## src/rtl/psd_pkg.sv

```systemverilog
package psd_pkg;
  localparam int unsigned MOD_W = 7;

  // Base modulus P for band/select
  function automatic logic [MOD_W-1:0] base_mod(input logic high_band, input logic sel);
    case ({high_band, sel})
      2'b00:   return 7'd32;
      2'b01:   return 7'd16;
      2'b10:   return 7'd64;
      default: return 7'd32;
    endcase
  endfunction
endpackage

```

## src/rtl/psd_cfg.sv

```systemverilog
module psd_cfg #(
  parameter int unsigned NW      = 11,
  parameter int unsigned AW      = 7,
  parameter int unsigned DEF_N   = 8,
  parameter int unsigned DEF_A   = 2,
  parameter bit          DEF_SEL = 1'b1
) (
  input  logic          clk_i,
  input  logic          rst_ni,
  input  logic          load_i,
  input  logic [NW-1:0] n_i,
  input  logic [AW-1:0] a_i,
  input  logic          sel_i,
  input  logic          apply_i,
  output logic [NW-1:0] n_o,
  output logic [AW-1:0] a_o,
  output logic          sel_o,
  output logic          err_o
);
  logic [NW-1:0] act_n, pend_n;
  logic [AW-1:0] act_a, pend_a;
  logic          act_sel, pend_sel, pend_vld, err_q;
  logic          ok;

  assign ok = (n_i >= NW'(3)) && ({{(NW-AW){1'b0}}, a_i} < n_i);

  // Settings for the next frame
  assign n_o   = pend_vld ? pend_n   : act_n;
  assign a_o   = pend_vld ? pend_a   : act_a;
  assign sel_o = pend_vld ? pend_sel : act_sel;
  assign err_o = err_q;

  always_ff @(posedge clk_i or negedge rst_ni) begin
    if (!rst_ni) begin
      act_n    <= NW'(DEF_N);
      act_a    <= AW'(DEF_A);
      act_sel  <= DEF_SEL;
      pend_n   <= NW'(DEF_N);
      pend_a   <= AW'(DEF_A);
      pend_sel <= DEF_SEL;
      pend_vld <= 1'b0;
      err_q    <= 1'b0;
    end else begin
      if (load_i) begin
        err_q <= !ok;
        if (ok) begin
          pend_n   <= n_i;
          pend_a   <= a_i;
          pend_sel <= sel_i;
        end
      end
      if (apply_i) begin
        act_n   <= n_o;
        act_a   <= a_o;
        act_sel <= sel_o;
      end
      // a load on the apply edge stays pending for the next boundary
      if (load_i && ok)  pend_vld <= 1'b1;
      else if (apply_i)  pend_vld <= 1'b0;
    end
  end

  assert_keep_on_reject_R7: assert property (@(posedge clk_i) disable iff (!rst_ni)
    (load_i && !ok) |=> (err_q && pend_n == $past(pend_n) && pend_a == $past(pend_a)));

  assert_legal_active_R8: assert property (@(posedge clk_i) disable iff (!rst_ni)
    (act_n >= NW'(3)) && ({{(NW-AW){1'b0}}, act_a} < act_n));

  assert_err_clear_R9: assert property (@(posedge clk_i) disable iff (!rst_ni)
    (load_i && ok) |=> !err_q);
endmodule

```

## src/rtl/psd_prescaler.sv

```systemverilog
module psd_prescaler
  import psd_pkg::*;
#(
  parameter int unsigned RST_LEN = 16
) (
  input  logic             clk_i,
  input  logic             rst_ni,
  input  logic             en_i,
  input  logic [MOD_W-1:0] len_i,
  output logic             tick_o
);
  logic [MOD_W-1:0] cnt;

  assign tick_o = en_i && (cnt == '0);

  always_ff @(posedge clk_i or negedge rst_ni) begin
    if (!rst_ni)                cnt <= MOD_W'(RST_LEN - 1);
    else if (!en_i || tick_o)   cnt <= len_i - 1'b1;
    else                        cnt <= cnt - 1'b1;
  end

  assert_len_range_R2: assert property (@(posedge clk_i) disable iff (!rst_ni)
    tick_o |-> (len_i >= MOD_W'(16) && len_i <= MOD_W'(65)));

  assert_cnt_bound_R1: assert property (@(posedge clk_i) disable iff (!rst_ni)
    cnt <= MOD_W'(64));
endmodule

```

## src/rtl/psd_frame.sv

```systemverilog
module psd_frame
  import psd_pkg::*;
#(
  parameter int unsigned NW    = 11,
  parameter int unsigned AW    = 7,
  parameter int unsigned DEF_N = 8,
  parameter int unsigned DEF_A = 2,
  parameter int unsigned DEF_P = 16
) (
  input  logic             clk_i,
  input  logic             rst_ni,
  input  logic             en_i,
  input  logic             tick_i,
  input  logic [NW-1:0]    n_i,
  input  logic [AW-1:0]    a_i,
  input  logic [MOD_W-1:0] p_i,
  output logic             apply_o,
  output logic [MOD_W-1:0] len_o,
  output logic             mc_o,
  output logic             fp_o
);
  logic [NW-1:0]    n_cnt;
  logic [AW-1:0]    s_cnt, s_dec;
  logic [MOD_W-1:0] p_q;
  logic             last, fp_q;

  assign last    = tick_i && (n_cnt == NW'(1));
  assign apply_o = !en_i || last;
  assign s_dec   = (s_cnt != '0) ? s_cnt - 1'b1 : '0;
  assign mc_o    = (s_cnt != '0);
  assign fp_o    = fp_q;

  // Length of the prescaler cycle that follows this edge
  assign len_o = apply_o ? p_i + {{(MOD_W-1){1'b0}}, (a_i != '0)}
                         : p_q + {{(MOD_W-1){1'b0}}, (s_dec != '0)};

  always_ff @(posedge clk_i or negedge rst_ni) begin
    if (!rst_ni) begin
      n_cnt <= NW'(DEF_N);
      s_cnt <= AW'(DEF_A);
      p_q   <= MOD_W'(DEF_P);
      fp_q  <= 1'b0;
    end else begin
      fp_q <= last;
      if (apply_o) begin
        n_cnt <= n_i;
        s_cnt <= a_i;
        p_q   <= p_i;
      end else if (tick_i) begin
        n_cnt <= n_cnt - 1'b1;
        s_cnt <= s_dec;
      end
    end
  end

  assert_no_fp_when_off_R10: assert property (@(posedge clk_i) disable iff (!rst_ni)
    !en_i |=> !fp_q);

  assert_fp_single_R4: assert property (@(posedge clk_i) disable iff (!rst_ni)
    fp_q |=> !fp_q);

  assert_swallow_first_R12: assert property (@(posedge clk_i) disable iff (!rst_ni)
    {{(NW-AW){1'b0}}, s_cnt} < n_cnt);
endmodule

```

## src/rtl/pulse_swallow_div.sv

```systemverilog
module pulse_swallow_div
  import psd_pkg::*;
#(
  parameter bit          HIGH_BAND = 1'b0,
  parameter int unsigned NW        = 11,
  parameter int unsigned AW        = 7,
  parameter int unsigned DEF_N     = 8,
  parameter int unsigned DEF_A     = 2,
  parameter bit          DEF_SEL   = 1'b1
) (
  input  logic          clk_i,
  input  logic          rst_ni,
  input  logic          en_i,
  input  logic [NW-1:0] n_i,
  input  logic [AW-1:0] a_i,
  input  logic          sel_i,
  input  logic          load_i,
  output logic          fp_o,
  output logic          mc_o,
  output logic          cfg_err_o
);
  localparam int unsigned DEF_P   = int'(base_mod(HIGH_BAND, DEF_SEL));
  localparam int unsigned DEF_LEN = DEF_P + ((DEF_A != 0) ? 1 : 0);

  logic [NW-1:0]    nx_n;
  logic [AW-1:0]    nx_a;
  logic             nx_sel, apply, tick;
  logic [MOD_W-1:0] nx_p, len;

  assign nx_p = base_mod(HIGH_BAND, nx_sel);

  psd_cfg #(.NW(NW), .AW(AW), .DEF_N(DEF_N), .DEF_A(DEF_A), .DEF_SEL(DEF_SEL)) i_cfg (
    .clk_i, .rst_ni, .load_i, .n_i, .a_i, .sel_i,
    .apply_i(apply), .n_o(nx_n), .a_o(nx_a), .sel_o(nx_sel), .err_o(cfg_err_o)
  );

  psd_prescaler #(.RST_LEN(DEF_LEN)) i_presc (
    .clk_i, .rst_ni, .en_i, .len_i(len), .tick_o(tick)
  );

  psd_frame #(.NW(NW), .AW(AW), .DEF_N(DEF_N), .DEF_A(DEF_A), .DEF_P(DEF_P)) i_frame (
    .clk_i, .rst_ni, .en_i, .tick_i(tick), .n_i(nx_n), .a_i(nx_a), .p_i(nx_p),
    .apply_o(apply), .len_o(len), .mc_o, .fp_o
  );
endmodule

```

## config.mk

```make
export PLATFORM = sky130hd
export DESIGN_NAME = pulse_swallow_div
export DESIGN_NICKNAME = d
export VERILOG_FILES = /design/src/rtl/psd_pkg.sv /design/src/rtl/psd_cfg.sv /design/src/rtl/psd_prescaler.sv /design/src/rtl/psd_frame.sv /design/src/rtl/pulse_swallow_div.sv
export SDC_FILE = /design/constraint.sdc
export NUM_CORES = 1
export LEC_CHECK = 0
export ABC_AREA = 1
export BUFFER_PORTS_ARGS = -buffer_cell sky130_fd_sc_hd__buf_4
export CORE_ASPECT_RATIO = 1.2
export CORE_MARGIN = 10
export CORE_UTILIZATION = 47
export CTS_CLUSTER_DIAMETER = 150
export DETAILED_ROUTE_END_ITERATION = 12
export GPL_TIMING_DRIVEN = 0
export PLACE_DENSITY = 0.62
export SLEW_MARGIN = 20
export SYNTH_ARGS = -nofsm -noshare
export SYNTH_HDL_FRONTEND = slang
export SYNTH_HIERARCHICAL = 1
export SYNTH_SLANG_ARGS = --single-unit
```

## constraint.sdc

```tcl
create_clock -name clk_i -period 8.5 [get_ports clk_i]
set_clock_uncertainty 0.2 [all_clocks]
set_input_delay 0.85 -clock clk_i [delete_from_list [all_inputs] [get_ports clk_i]]
set_output_delay 0.85 -clock clk_i [all_outputs]
set_load 0.05 [all_outputs]
```

==> impl_metrics.tcl <==
set metrics [dict create \
    crit_chain "inv_1, ha_1, nand2_1, nor2_1, nand2_1, inv_1, nor2_1, nor2_1, nand3_1, ha_1, ha_1, nand3_1, xor2_1, o21ai_0, inv_1, nand2_1, nand2_1, nand2_4, nor2_2, nand3_1, nand2_1" \
    die-area_um2 13800 \
    synth_ff_type "dfrtp_1" \
    end_kind "flip-flop" \
    min_path_type "flip-flop to flip-flop" \
    async_reset_ff_share_pct 100 \
    vias_per_cell 4.84 \
    fin_nets 701 \
    period_share_pct 39.7 \
    hold_start "i_cfg/pend_sel" \
    tightest_slew_ps 923 \
    grt_max_degree 74 \
    peakVddDrop_mv 0.0898 \
    ys_seq_elements 73 \
    rsz0062_at_grt "no" \
    critical_path_class "flip-flop to flip-flop" \
    dp.cells 773 \
    drt-total-wl_um 10000 \
    core_area_um2 9180 \
    synth_cell_types 34 \
    ys_seq_area_share_pct 41.2 \
    cts_buffers 9 \
    period_needed_ps 3380 \
    critPathSlowestCell "dfstp_2" \
    drive_gt1_share_pct 14.6 \
    r2r_start "i_frame/s_cnt[1]" \
    antenna-diode-count 0 \
    cpLargestDelayFamily "simple AND/OR/NAND/NOR gates" \
    crit_top_cell "nand2_1" \
    finalHoldViolations 0 \
    final_common_cell "nand2_1" \
    netlist.area_leader.share_pct 35.3 \
    crit_path_max_fanout 5 \
    clk_pin_slew_ps 70 \
    syn_area_per_cell_um2 7.26 \
    final_cell_mix "nand2_1, inv_1, o21ai_0" \
    slew_headroom_pct 38.5 \
    drt_first_pass_iters 4 \
    fin_tns_setup_ps 0 \
    ctsHtreeMaxLevel 3 \
    clock_latency_ps 350 \
    wire_per_inst_um 12.7 \
    setup_viol 0 \
    drt_iter0_drc 137 \
    max_freq_ghz 0.296 \
    grt_pass1_vias 3773 \
    crit_required_ps 8540 \
    cts_tree "built" \
    outcome "finished, final reports clean" \
    grt_pass1_wl_um 17500 \
    cp.arrival_ps 3420 \
    crit_buf_inv 3 \
    cts.sinks 73 \
    cts_buffer_depth 2 \
    fin_cells 789 \
    place.gp.congestion 0.897 \
    die_y_um 127 \
    synth.area.top_cells "dfrtp_1, nand2_1, o21ai_0" \
    start_util_pct 48.7 \
    io_buffers 25 \
    start_kind "flip-flop" \
    hpwl_um 7810 \
    num_io_pins 26 \
    chipWidth_um 109 \
    synth_edf_count 0 \
    maxCapViolations 0 \
    groute.usage.overall_pct 15.4 \
    powerDensity_nw_per_um2 194 \
    syn_to_final_growth_pct 13.4 \
    max_stage_delay_ps 540 \
    cts_resized 0 \
    grt_overflow_total 0 \
    synth_area_um2 4470 \
    antenna_found_initial 0 \
    yosysTopAreaCell "dfrtp_1" \
    clockRootBuffer "clkbuf_8" \
    fin_hold_ws_ps 278 \
    slew_violations 0 \
    worstSetupStartpoint "i_frame/s_cnt[1]" \
    cts_setup_buffers 0 \
    drtAntennaViolNets 0 \
    power.leakage_nw 2.61 \
    ys_warn_count 6 \
    synthesis.instances 615 \
    num_vias 3818 \
    num_rows 38 \
    drc 0 \
    ctsHoldBuffers 0 \
]
-- layer usage --
layer | GRT usage [%] | up-vias | part of all wire (%) | wire length, um
met4 | 6.68 | 0 | 2.4 | 237
met1 | 19.7 | 1748 | 48 | 4790
met3 | 2.28 | 16 | 2.3 | 227
met5 | 0 | - | 0 | 0
met2 | 25.1 | 43 | 47 | 4750
li1 | - | 2011 | - | -
-- final cells by class --
type / instances / area (um^2)
flip-flops and latches: 73 / 1840
fillers: 908 / 4110
clock inverters: 3 / 65.1
inverters: 83 / 312
repair buffers: 25 / 188
well taps: 120 / 150
multi-input cells: 449 / 2200
clock buffers: 13 / 149
plain buffers: 23 / 163
-- sequential cells by signal, indices dropped and copies added, names as in the netlist --
name and flops:
i_cfg/act_n 11, i_cfg/pend_n 11, i_frame/n_cnt 11, i_cfg/act_a 7, i_cfg/pend_a 7, i_frame/p_q 7
i_frame/s_cnt 7, i_presc/cnt 7, i_cfg/act_sel 1, i_cfg/err_o 1, i_cfg/pend_sel 1, i_cfg/pend_vld 1
i_frame/fp_o 1
-- path summary, 6_finish.rpt --
| check | end | slack [ps] | depth (start not counted) |
|---|---|---|---|
| worst max-delay path | i_presc/cnt[6] | 5120 | 21 |
| worst min-delay path | i_cfg/pend_sel | 280 | 2 |
| worst max register to register | i_presc/cnt[6] | 5120 | 21 |
| worst min register to register | i_cfg/pend_sel | 280 | 2 |
| max in group asynchronous | i_cfg/err_o | 7070 | 1 |
| min in group asynchronous | i_frame/p_q[6] | 430 | 1 |
-- report_power, final --
part | leakage [nW] | switching [W] | internal, W | total (W)
combinational | 1.62 | 0.000160 | 0.0000925 | 0.000252
clock | 0.108 | 0.000123 | 0.000173 | 0.000297
sequential | 0.881 | 0.0000336 | 0.000402 | 0.000435
total | 2.61 | 0.000316 | 0.000667 | 0.000984
-- through the flow --
stage / area, um^2 / power (W) / util [%] / setup slack [ps]
finish: 5070 / 0.000984 / 55.2 / 5120
global route: 5070 / 0.00106 / 55.2 / 4790
CTS: 5070 / 0.000994 / 55.2 / 5140
detailed placement: 4850 / 0.000693 / 52.9 / 5180
global placement: 4850 / 0.000685 / 52.9 / 5180
floorplan: 4510 / 0.000623 / - / 5280
-- worst reg2reg max path, stage by stage (launching register included) --
cell and delay [ps]:
dfstp_2 540, inv_1 50, ha_1 190, nand2_1 110, nor2_1 70, nand2_1 170
inv_1 110, nor2_1 180, nor2_1 70, nand3_1 140, ha_1 200, ha_1 190
nand3_1 130, xor2_1 160, o21ai_0 310, inv_1 70, nand2_1 70, nand2_1 80
nand2_4 90, nor2_2 30, nand3_1 60, nand2_1 50
-- cell families (layout without fill, tap and decap cells) --
| kind of cell | after synthesis | count (layout) | synth area share, % |
|---|---|---|---|
| other | 1 | 14 | 0.0840 |
| AO/OA/AOI/OAI | 93 | 93 | 11.2 |
| buffers and inverters | 106 | 147 | 10.6 |
| adder cells (fa/ha/maj) | 14 | 14 | 3.92 |
| flip-flops | 73 | 73 | 41.2 |
| XOR/XNOR | 15 | 15 | 2.94 |
| AND/OR/NAND/NOR | 313 | 313 | 30.0 |
-- synth_stat cells (3+ instances only) --
| cell | instances |
|---|---|
| nand2_1 | 201 |
| buf_2 | 7 |
| nor3_1 | 6 |
| nor2_2 | 5 |
| o21bai_1 | 3 |
| nand2_2 | 14 |
| nand3_1 | 33 |
| dfstp_2 | 10 |
| xor2_1 | 13 |
| nand3b_1 | 3 |
| ha_1 | 14 |
| nand4_1 | 4 |
| buf_4 | 6 |
| clkbuf_1 | 4 |
| a21oi_1 | 8 |
| o21ai_0 | 64 |
| buf_6 | 6 |
| o21ai_1 | 13 |
| inv_1 | 80 |
| inv_2 | 3 |
| nor2_1 | 38 |
| dfrtp_1 | 63 |
(Power assumes the default switching activity.)
